`config.mk`:
```
export PLATFORM = sky130hd
export DESIGN_NAME = mgmt_i2c_slave
export DESIGN_NICKNAME = d
export VERILOG_FILES = /design/src/rtl/mgmt_i2c_pkg.sv /design/src/rtl/mgmt_line_filter.sv /design/src/rtl/mgmt_bus_events.sv /design/src/rtl/mgmt_i2c_slave.sv
export SDC_FILE = /design/constraint.sdc
export NUM_CORES = 1
export LEC_CHECK = 0
export CORE_MARGIN = 2
export CORE_UTILIZATION = 30
export DETAILED_ROUTE_END_ITERATION = 10
export PLACE_DENSITY = 0.47
export SYNTH_ARGS = -nofsm -noshare
export SYNTH_HDL_FRONTEND = slang
export SYNTH_HIERARCHICAL = 1
export SYNTH_SLANG_ARGS = --single-unit
```
`constraint.sdc`:
```
create_clock -name clk -period 4.1 [get_ports clk]
set_input_delay 0.615 -clock clk [delete_from_list [all_inputs] [get_ports clk]]
set_output_delay 0.615 -clock clk [all_outputs]
set_load 0.02 [all_outputs]
```
`src/rtl/mgmt_i2c_pkg.sv`:
```
package mgmt_i2c_pkg;

   // Position of the sequencer within one bus transaction
   typedef enum logic [2:0] {
      PH_IDLE  = 3'd0,
      PH_ADDR  = 3'd1,
      PH_PTR   = 3'd2,
      PH_WDATA = 3'd3,
      PH_RDATA = 3'd4,
      PH_SKIP  = 3'd5
   } phase_e;

   localparam int unsigned BITS_PER_BYTE = 8;

endpackage

```
`src/rtl/mgmt_line_filter.sv`:
```
// Two-flop synchroniser followed by a persistence filter: the output
// follows the input only after FILT_LEN consecutive differing samples.
module mgmt_line_filter #(
   parameter int unsigned FILT_LEN = 3
) (
   input  logic clk,
   input  logic rst_n,
   input  logic line_i,
   output logic line_o
);
   localparam int unsigned CW = $clog2(FILT_LEN + 1);

   logic          s1_q, s2_q, out_q;
   logic [CW-1:0] cnt_q;

   always_ff @(posedge clk or negedge rst_n) begin
      if (!rst_n) begin
         s1_q  <= 1'b1;
         s2_q  <= 1'b1;
         out_q <= 1'b1;
         cnt_q <= '0;
      end else begin
         s1_q <= line_i;
         s2_q <= s1_q;
         if (s2_q == out_q) begin
            cnt_q <= '0;
         end else if (cnt_q == CW'(FILT_LEN - 1)) begin
            out_q <= s2_q;
            cnt_q <= '0;
         end else begin
            cnt_q <= cnt_q + CW'(1);
         end
      end
   end

   assign line_o = out_q;
endmodule

```
`src/rtl/mgmt_bus_events.sv`:
```
// Turns the cleaned SCL/SDA levels into single-cycle event pulses.
module mgmt_bus_events (
   input  logic clk,
   input  logic rst_n,
   input  logic scl_c,
   input  logic sda_c,
   output logic scl_rise,
   output logic scl_fall,
   output logic start_det,
   output logic stop_det
);
   logic scl_d, sda_d;

   always_ff @(posedge clk or negedge rst_n) begin
      if (!rst_n) begin
         scl_d <= 1'b1;
         sda_d <= 1'b1;
      end else begin
         scl_d <= scl_c;
         sda_d <= sda_c;
      end
   end

   assign scl_rise  =  scl_c & ~scl_d;
   assign scl_fall  = ~scl_c &  scl_d;
   assign start_det =  scl_c &  scl_d &  sda_d & ~sda_c;
   assign stop_det  =  scl_c &  scl_d & ~sda_d &  sda_c;
endmodule

```
`src/rtl/mgmt_i2c_slave.sv`:
```
module mgmt_i2c_slave
   import mgmt_i2c_pkg::*;
#(
   parameter logic [6:0]  DEV_ADDR  = 7'b1010110,
   parameter int unsigned REG_COUNT = 32,
   parameter int unsigned DATA_W    = 16,
   parameter int unsigned FILT_LEN  = 3
) (
   input  logic                          clk,
   input  logic                          rst_n,
   input  logic                          scl_i,
   input  logic                          sda_i,
   output logic                          sda_oe,
   output logic [$clog2(REG_COUNT)-1:0]  reg_addr,
   output logic [DATA_W-1:0]             reg_wdata,
   output logic                          reg_we,
   output logic                          reg_re,
   input  logic [DATA_W-1:0]             reg_rdata
);
   localparam int unsigned AW = $clog2(REG_COUNT);
   localparam int unsigned NB = DATA_W / BITS_PER_BYTE;
   localparam int unsigned BW = (NB > 1) ? $clog2(NB) : 1;

   // Elaboration-time parameter checks
   if (DATA_W % 8 != 0 || DATA_W < 16) begin : g_bad_width
      $error("DATA_W must be a multiple of 8 and at least 16");
   end
   if (REG_COUNT < 2 || REG_COUNT > 256 || (1 << AW) != REG_COUNT) begin : g_bad_count
      $error("REG_COUNT must be a power of two between 2 and 256");
   end
   if (FILT_LEN < 1) begin : g_bad_filt
      $error("FILT_LEN must be at least 1");
   end

   // Line conditioning, one filter per bus line
   logic [1:0] raw_lines, clean_lines;
   assign raw_lines = {scl_i, sda_i};

   for (genvar gl = 0; gl < 2; gl++) begin : g_line
      mgmt_line_filter #(.FILT_LEN(FILT_LEN)) u_filt (
         .clk    (clk),
         .rst_n  (rst_n),
         .line_i (raw_lines[gl]),
         .line_o (clean_lines[gl])
      );
   end

   logic scl_c, sda_c;
   assign scl_c = clean_lines[1];
   assign sda_c = clean_lines[0];

   logic scl_rise, scl_fall, start_det, stop_det;

   mgmt_bus_events u_events (
      .clk       (clk),
      .rst_n     (rst_n),
      .scl_c     (scl_c),
      .sda_c     (sda_c),
      .scl_rise  (scl_rise),
      .scl_fall  (scl_fall),
      .start_det (start_det),
      .stop_det  (stop_det)
   );

   // Sequencer state
   phase_e              phase_q;
   logic                ack_ph_q;
   logic [3:0]          bitcnt_q;
   logic [7:0]          shreg_q;
   logic                rw_q;
   logic                mack_q;
   logic [AW-1:0]       ptr_q;
   logic [BW-1:0]       bidx_q;
   logic [DATA_W-1:0]   wbuf_q;
   logic [DATA_W-1:0]   tx_q;
   logic                sda_oe_q, we_q, re_q;

   // Pointer range check: variant picked by the register count
   logic ptr_ok;
   if (AW < 8) begin : g_ptr_narrow
      assign ptr_ok = (shreg_q[7:AW] == '0);
   end else begin : g_ptr_full
      assign ptr_ok = 1'b1;
   end

   always_ff @(posedge clk or negedge rst_n) begin
      if (!rst_n) begin
         phase_q  <= PH_IDLE;
         ack_ph_q <= 1'b0;
         bitcnt_q <= '0;
         shreg_q  <= '0;
         rw_q     <= 1'b0;
         mack_q   <= 1'b0;
         ptr_q    <= '0;
         bidx_q   <= '0;
         wbuf_q   <= '0;
         tx_q     <= '0;
         sda_oe_q <= 1'b0;
         we_q     <= 1'b0;
         re_q     <= 1'b0;
      end else begin
         we_q <= 1'b0;
         re_q <= 1'b0;
         if (start_det) begin
            phase_q  <= PH_ADDR;
            ack_ph_q <= 1'b0;
            bitcnt_q <= '0;
            bidx_q   <= '0;
            sda_oe_q <= 1'b0;
         end else if (stop_det) begin
            phase_q  <= PH_IDLE;
            ack_ph_q <= 1'b0;
            sda_oe_q <= 1'b0;
         end else begin
            unique case (phase_q)
               PH_ADDR, PH_PTR, PH_WDATA: begin
                  if (!ack_ph_q) begin
                     if (scl_rise) begin
                        shreg_q  <= {shreg_q[6:0], sda_c};
                        bitcnt_q <= bitcnt_q + 4'd1;
                     end else if (scl_fall && bitcnt_q == 4'd8) begin
                        bitcnt_q <= '0;
                        if (phase_q == PH_ADDR) begin
                           if (shreg_q[7:1] == DEV_ADDR) begin
                              ack_ph_q <= 1'b1;
                              sda_oe_q <= 1'b1;
                              rw_q     <= shreg_q[0];
                           end else begin
                              phase_q <= PH_SKIP;
                           end
                        end else if (phase_q == PH_PTR) begin
                           if (ptr_ok) begin
                              ack_ph_q <= 1'b1;
                              sda_oe_q <= 1'b1;
                              ptr_q    <= shreg_q[AW-1:0];
                           end else begin
                              phase_q <= PH_SKIP;
                           end
                        end else begin
                           ack_ph_q <= 1'b1;
                           sda_oe_q <= 1'b1;
                           wbuf_q   <= {wbuf_q[DATA_W-9:0], shreg_q};
                        end
                     end
                  end else if (scl_fall) begin
                     ack_ph_q <= 1'b0;
                     sda_oe_q <= 1'b0;
                     if (phase_q == PH_ADDR) begin
                        if (rw_q) begin
                           phase_q  <= PH_RDATA;
                           tx_q     <= reg_rdata;
                           sda_oe_q <= ~reg_rdata[DATA_W-1];
                           bidx_q   <= '0;
                        end else begin
                           phase_q <= PH_PTR;
                        end
                     end else if (phase_q == PH_PTR) begin
                        phase_q <= PH_WDATA;
                        bidx_q  <= '0;
                     end else if (bidx_q == BW'(NB - 1)) begin
                        we_q    <= 1'b1;
                        phase_q <= PH_SKIP;
                     end else begin
                        bidx_q <= bidx_q + BW'(1);
                     end
                  end
               end
               PH_RDATA: begin
                  if (!ack_ph_q) begin
                     if (scl_fall) begin
                        tx_q <= {tx_q[DATA_W-2:0], 1'b0};
                        if (bitcnt_q == 4'd7) begin
                           bitcnt_q <= '0;
                           ack_ph_q <= 1'b1;
                           sda_oe_q <= 1'b0;
                        end else begin
                           bitcnt_q <= bitcnt_q + 4'd1;
                           sda_oe_q <= ~tx_q[DATA_W-2];
                        end
                     end
                  end else if (scl_rise) begin
                     mack_q <= ~sda_c;
                  end else if (scl_fall) begin
                     ack_ph_q <= 1'b0;
                     if (bidx_q == BW'(NB - 1)) begin
                        re_q    <= 1'b1;
                        phase_q <= PH_SKIP;
                     end else if (mack_q) begin
                        bidx_q   <= bidx_q + BW'(1);
                        sda_oe_q <= ~tx_q[DATA_W-1];
                     end else begin
                        phase_q <= PH_SKIP;
                     end
                  end
               end
               default: ;
            endcase
         end
      end
   end

   assign sda_oe    = sda_oe_q;
   assign reg_addr  = ptr_q;
   assign reg_wdata = wbuf_q;
   assign reg_we    = we_q;
   assign reg_re    = re_q;
endmodule

```
==> results of run 1 <==
## critical path, delay by kind of cell, from the launching register on
family,cells,cell delay [ps]
mux,1,410
buf+inv,1,170
simple gates,4,1270
flops,1,580
## layer usage
layer / vias to the layer above / global-route usage, % / part of all wire [%]
met3: 11 / 3.01 / 3.9
met4: 0 / 4.86 / 1.7
met5: - / 0 / 0
met2: 49 / 18.6 / 45
met1: 1180 / 16.5 / 50
li1: 1182 / - / -
## logic make-up (layout without fill, tap and decap cells)
kind of cell | after synthesis | after routing | synth area share, %
AND/OR/NAND/NOR | 95 | 95 | 15.1
flip-flops | 71 | 71 | 51.9
AO/OA/AOI/OAI | 61 | 61 | 11.2
multiplexers | 48 | 48 | 17.0
buffers and inverters | 27 | 73 | 3.60
adder cells (fa/ha/maj) | 2 | 2 | 0.727
XOR/XNOR | 2 | 2 | 0.509
## state kept, by name (all words and copies together) (netlist names)
name and cells:
shreg_q 8, g_line.u_filt/cnt_q 4, tx_q 16, g_line.u_filt/line_o 2
mack_q 1, phase_q 3, reg_re 1, g_line.u_filt/s1_q 2
bitcnt_q 4, u_events/sda_d 1, reg_addr 5, ack_ph_q 1
u_events/scl_d 1, bidx_q 1, g_line.u_filt/s2_q 2, reg_wdata 16
rw_q 1, sda_oe 1, reg_we 1
## power by group
group	switching, mW	internal, mW	leakage, nW
combinational	0.222	0.216	0.854
clock	0.319	0.541	0.162
sequential	0.130	0.812	0.865
total	0.671	1.57	1.88
## through the flow
step                total power [mW]  setup slack [ps]
global route                    2.38              1360
CTS                             2.27              1530
global placement                1.39              1560
detailed placement              1.39              1530
finish                          2.24              1550
floorplan                       1.25              1920
## layout make-up
cell class	instances	area (sq um)
tap	143	179
clock buffer	9	225
timing repair buffer	48	465
fill	1137	6990
clock inverter	7	103
multi-input combinational	208	1530
sequential	71	1790
inverter	9	33.8
## Yosys cell counts (3+ instances only)
cell / n
nand2b_1: 4
nor2_1: 12
mux2_4: 17
dfstp_2: 8
nor4_1: 3
inv_1: 9
dfrtp_1: 63
clkbuf_1: 10
nor3_1: 7
and4b_1: 3
buf_2: 6
nor2b_1: 4
o31ai_1: 3
o211ai_1: 3
nand3_1: 7
mux2i_1: 16
nand2_1: 34
a21oi_1: 12
nor3b_1: 7
mux2_2: 15
o21ai_0: 26
nor4b_1: 3
## how the worst min path moves through the flow
stage               cells past startpoint  slack, ps                    end
floorplan                               0        320               ack_ph_q
CTS                                     0        360  g_line[1].u_filt/s2_q
global placement                        0        350  g_line[1].u_filt/s2_q
global route                            0        360  g_line[1].u_filt/s2_q
detailed placement                      0        350  g_line[0].u_filt/s2_q
finish                                  0        360  g_line[1].u_filt/s2_q
==> reports/metrics.csv, run 1 <==
metric;value;unit
final_area;0.00433;sq mm
required;4320;ps
rsz0062_at_grt;false;
arrival;2770;ps
path_clk_slew;60;ps
grt_usage;12.1;%
grt_overflow;0;
ys_seq_area_share;51.9;%
hp-start;g_line[1].u_filt/s1_q;
dpl.hpwl;4650;microns
fin_tns_setup;0;ps
synth_area;0.00344;sq mm
r2r-end;reg_wdata[0];
report.final.slew_viol_count;0;
crit_path_start;g_line[1].u_filt/line_o;
ctsResizeCount;0;
first_pass_iters;4;
htree_levels;3;
clockBufferDepth;2;
post-route-min-period;2550;ps
worst_pin_slew;910;ps
fp.coreArea;0.0113;sq mm
yosys-top-cells-area;dfrtp_1 (46%), mux2_4 (7.4%), dfstp_2 (6.1%);
yosysWarnings;6;
maxCapViolations;0;
insertion_delay;330;ps
dp_cells;479;
num_io_pins;44;
io_buffer_count;43;
netlist.top_cell.by_area;dfrtp_1;
hold_buffers;0;
cp_cell_sequence;nor2b_1 > buf_4 > and4bb_1 > nand3_1 > or3_1 > mux2_2;
cts_tree;built;
cts_buffers;9;
area_growth;25.8;%
p_leak;1.88;nW
relSlewSlack;39.3;%
path_max_fanout;16;
grt_max_degree;72;
cp-endpoint;reg_wdata[0];
grt_pass1_wl;12200;microns
cts_sinks;71;
slowest_stage;or3_1;
synthCells;306;
cts_setup_buffers;0;
final.setup_skew;9.82;ps
cp-end-kind;flop;
hold_slack;355;ps
rrSetupSlack;1550;ps
synth_nets;328;
utilization;38.2;%
drive_gt1_share;19.6;%
crit_type;flop to flop;
mostFrequentLayoutCell;dfrtp_1;
wl_per_cell;14.3;microns
root_buffer;clkbuf_16;
mostFrequentLayoutCells;dfrtp_1 (63), clkdlybuf4s50_1 (42), nand2_1 (34);
fin_cells;495;
p_per_area;518;mW/mm^2
hold_class;flop to flop;
finalCritPeriodShare;62.2;%
wl;7080;microns
outcome;completed;
row_count;39;
grt_pass1_vias;2406;
setup_viol;0;
hold_viol;0;
die-width;111;microns
fmax;392;MHz
drc;0;
synthFlopType;dfrtp_1;
ys_ff_latch;71;
r2r_cells;6;
synthDistinctLibCells;50;
insertedDiodeCount;0;
vdd_drop_max;0.243;mV
via_count;2422;
placedInstanceArea;0.00400;sq mm
die-area;0.0123;sq mm
slowest_delay;700;ps
critPathLaunchType;flop;
chipHeight;111;microns
syn_area_per_cell;11.2;sq um
drt_iter0_markers;150;
antenna_found_initial;0;
initial_core_util;30.4;%
async_reset_ff_share;100;%
r2r-start;g_line[1].u_filt/line_o;
vias_per_cell;4.89;
synth_top_area_share;45.8;%
final_nets;369;
postRouteAntennaNets;0;
synth_edf_count;0;
place_congestion;0.819;
(Power assumes the default switching activity.)
==> run 2, diff against run 1 <==
PLACE_DENSITY = 0.48   (was 0.47)
clock period = 2.26 ns   (was 4.1 ns; I/O delays follow)
==> reports/metrics.csv, run 2 (same netlist as run 1, synthesis figures left out) <==
metric;value;unit;change
insertedDiodeCount;0;;unchanged
report.final.slew_viol_count;0;;unchanged
cts_sinks;71;;unchanged
path_max_fanout;16;;unchanged
cts_buffers;9;;unchanged
cts_setup_buffers;0;;unchanged
final_area;0.00446;sq mm;was 0.00433 sq mm
drive_gt1_share;22.6;%;was 19.6%
vias_per_cell;4.86;;was 4.89
p_per_area;930;mW/mm^2;was 518 mW/mm^2
area_growth;29.8;%;was 25.8%
via_count;2481;;was 2422
row_count;39;;unchanged
relSlewSlack;74.5;%;was 39.3%
grt_max_degree;72;;unchanged
vdd_drop_max;0.350;mV;was 0.243 mV
final_nets;385;;was 369
hold_viol;0;;unchanged
drc;0;;unchanged
fmax;472;MHz;was 392 MHz
grt_pass1_vias;2538;;was 2406
chipHeight;111;microns;unchanged
root_buffer;clkbuf_16;;unchanged
placedInstanceArea;0.00414;sq mm;was 0.00400 sq mm
fin_tns_setup;0;ps;unchanged
mostFrequentLayoutCell;dfrtp_1;;unchanged
worst_pin_slew;382;ps;was 910 ps
antenna_found_initial;0;;unchanged
slowest_stage;dfstp_2;;was or3_1
postRouteAntennaNets;0;;unchanged
outcome;completed;;unchanged
r2r_cells;6;;unchanged
wl_per_cell;14.4;microns;was 14.3 microns
clockBufferDepth;2;;unchanged
insertion_delay;340;ps;was 330 ps
mostFrequentLayoutCells;dfrtp_1 (63), clkdlybuf4s50_1 (42), nand2_1 (34);;unchanged
cp-end-kind;flop;;unchanged
die-area;0.0123;sq mm;unchanged
initial_core_util;30.4;%;unchanged
hold_class;input port to async pin;;was flop to flop
p_leak;1.97;nW;was 1.88 nW
cp_cell_sequence;nor2b_1 > and4bb_1 > nand3_1 > or3_1 > buf_12 > mux2_4;;was nor2b_1 > buf_4 > and4bb_1 > nand3_1 > or3_1 > mux2_2
fp.coreArea;0.0113;sq mm;unchanged
grt_pass1_wl;12500;microns;was 12200 microns
wl;7370;microns;was 7080 microns
num_io_pins;44;;unchanged
final.setup_skew;6.96;ps;was 9.82 ps
htree_levels;3;;unchanged
maxCapViolations;0;;unchanged
post-route-min-period;2120;ps;was 2550 ps
hold_buffers;0;;unchanged
cts_tree;built;;unchanged
critPathLaunchType;flop;;unchanged
io_buffer_count;43;;unchanged
place_congestion;0.842;;was 0.819
setup_viol;0;;unchanged
crit_type;flop to flop;;unchanged
ctsResizeCount;0;;unchanged
dpl.hpwl;5170;microns;was 4650 microns
rsz0062_at_grt;false;;unchanged
drt_iter0_markers;103;;was 150
grt_overflow;0;;unchanged
arrival;2340;ps;was 2770 ps
first_pass_iters;4;;unchanged
die-width;111;microns;unchanged
nFillCells;1124;;was 1137
path_clk_slew;60;ps;about the same
finalCritPeriodShare;93.7;%;was 62.2%
slowest_delay;540;ps;was 700 ps
required;2490;ps;was 4320 ps
utilization;39.4;%;was 38.2%
grt_usage;12.9;%;was 12.1%
-- run 2: changes by cell type in the layout (fill, tap and decap cells not counted) --
cell and delta:
buf_12 +2, buf_2 +1, buf_4 +13, clkbuf_1 +3, clkbuf_8 +1, clkinv_2 -1
inv_6 -2, inv_8 -1, or4_1 -1, or4_4 +1
-- run 2: layer usage --
metal  up-vias  global-route usage [%]  wire length (microns)
li1       1213                       -                      -
met1      1191                    15.9                   3400
met2        68                    20.6                   3480
met3         9                    3.72                    357
met4         0                    7.00                    127
met5         -                       0                      0
-- run 2: area by class of cell --
| type | count | area, sq um | share of cell area (%) |
|---|---|---|---|
| flip-flops and latches | 71 | 1790 | 40.0 |
| clock buffers | 13 | 250 | 5.61 |
| inverters | 9 | 33.8 | 0.757 |
| clock inverters | 3 | 68.8 | 1.54 |
| repair buffers | 64 | 608 | 13.6 |
| multi-input cells | 208 | 1540 | 34.4 |
| well taps | 143 | 179 | 4.01 |
-- run 2: where the power goes --
part / switching, mW / leakage (nW) / internal [mW]
Combinational: 0.495 / 0.946 / 0.484
Sequential: 0.172 / 0.865 / 1.47
Clock: 0.528 / 0.154 / 0.999
Total: 1.20 / 1.97 / 2.96
-- run 2: final timing paths --
check / startpoint / end / slack (ps)
max: u_events/scl_d / reg_wdata[11] / 140
min: rst_n / reg_wdata[12] / 20
max reg2reg: u_events/scl_d / reg_wdata[11] / 140
min reg2reg: g_line[1].u_filt/s1_q / g_line[1].u_filt/s2_q / 350
max in group asynchronous: rst_n / g_line[1].u_filt/line_o / 1900
min in group clk: g_line[1].u_filt/s1_q / g_line[1].u_filt/s2_q / 350
-- run 2: critical path: cells and delay by family, from the launching register on --
| family | cells | cell delay [ps] |
|---|---|---|
| flops | 1 | 540 |
| simple gates | 4 | 980 |
| mux | 1 | 300 |
| buf+inv | 1 | 180 |
-- run 2: through the flow --
step | instances | hold WS [ps] | total power, mW | setup slack [ps]
6_report | 511 | 16.6 | 4.15 | 142
5_1_grt | 511 | 52.1 | 4.40 | 30.5
3_3_place_gp | 495 | 346 | 2.65 | 78.2
2_1_floorplan | 306 | 43.4 | 2.27 | 77.8
3_5_place_dp | 495 | 347 | 2.65 | 37.3
4_1_cts | 511 | 33.3 | 4.21 | 32.6
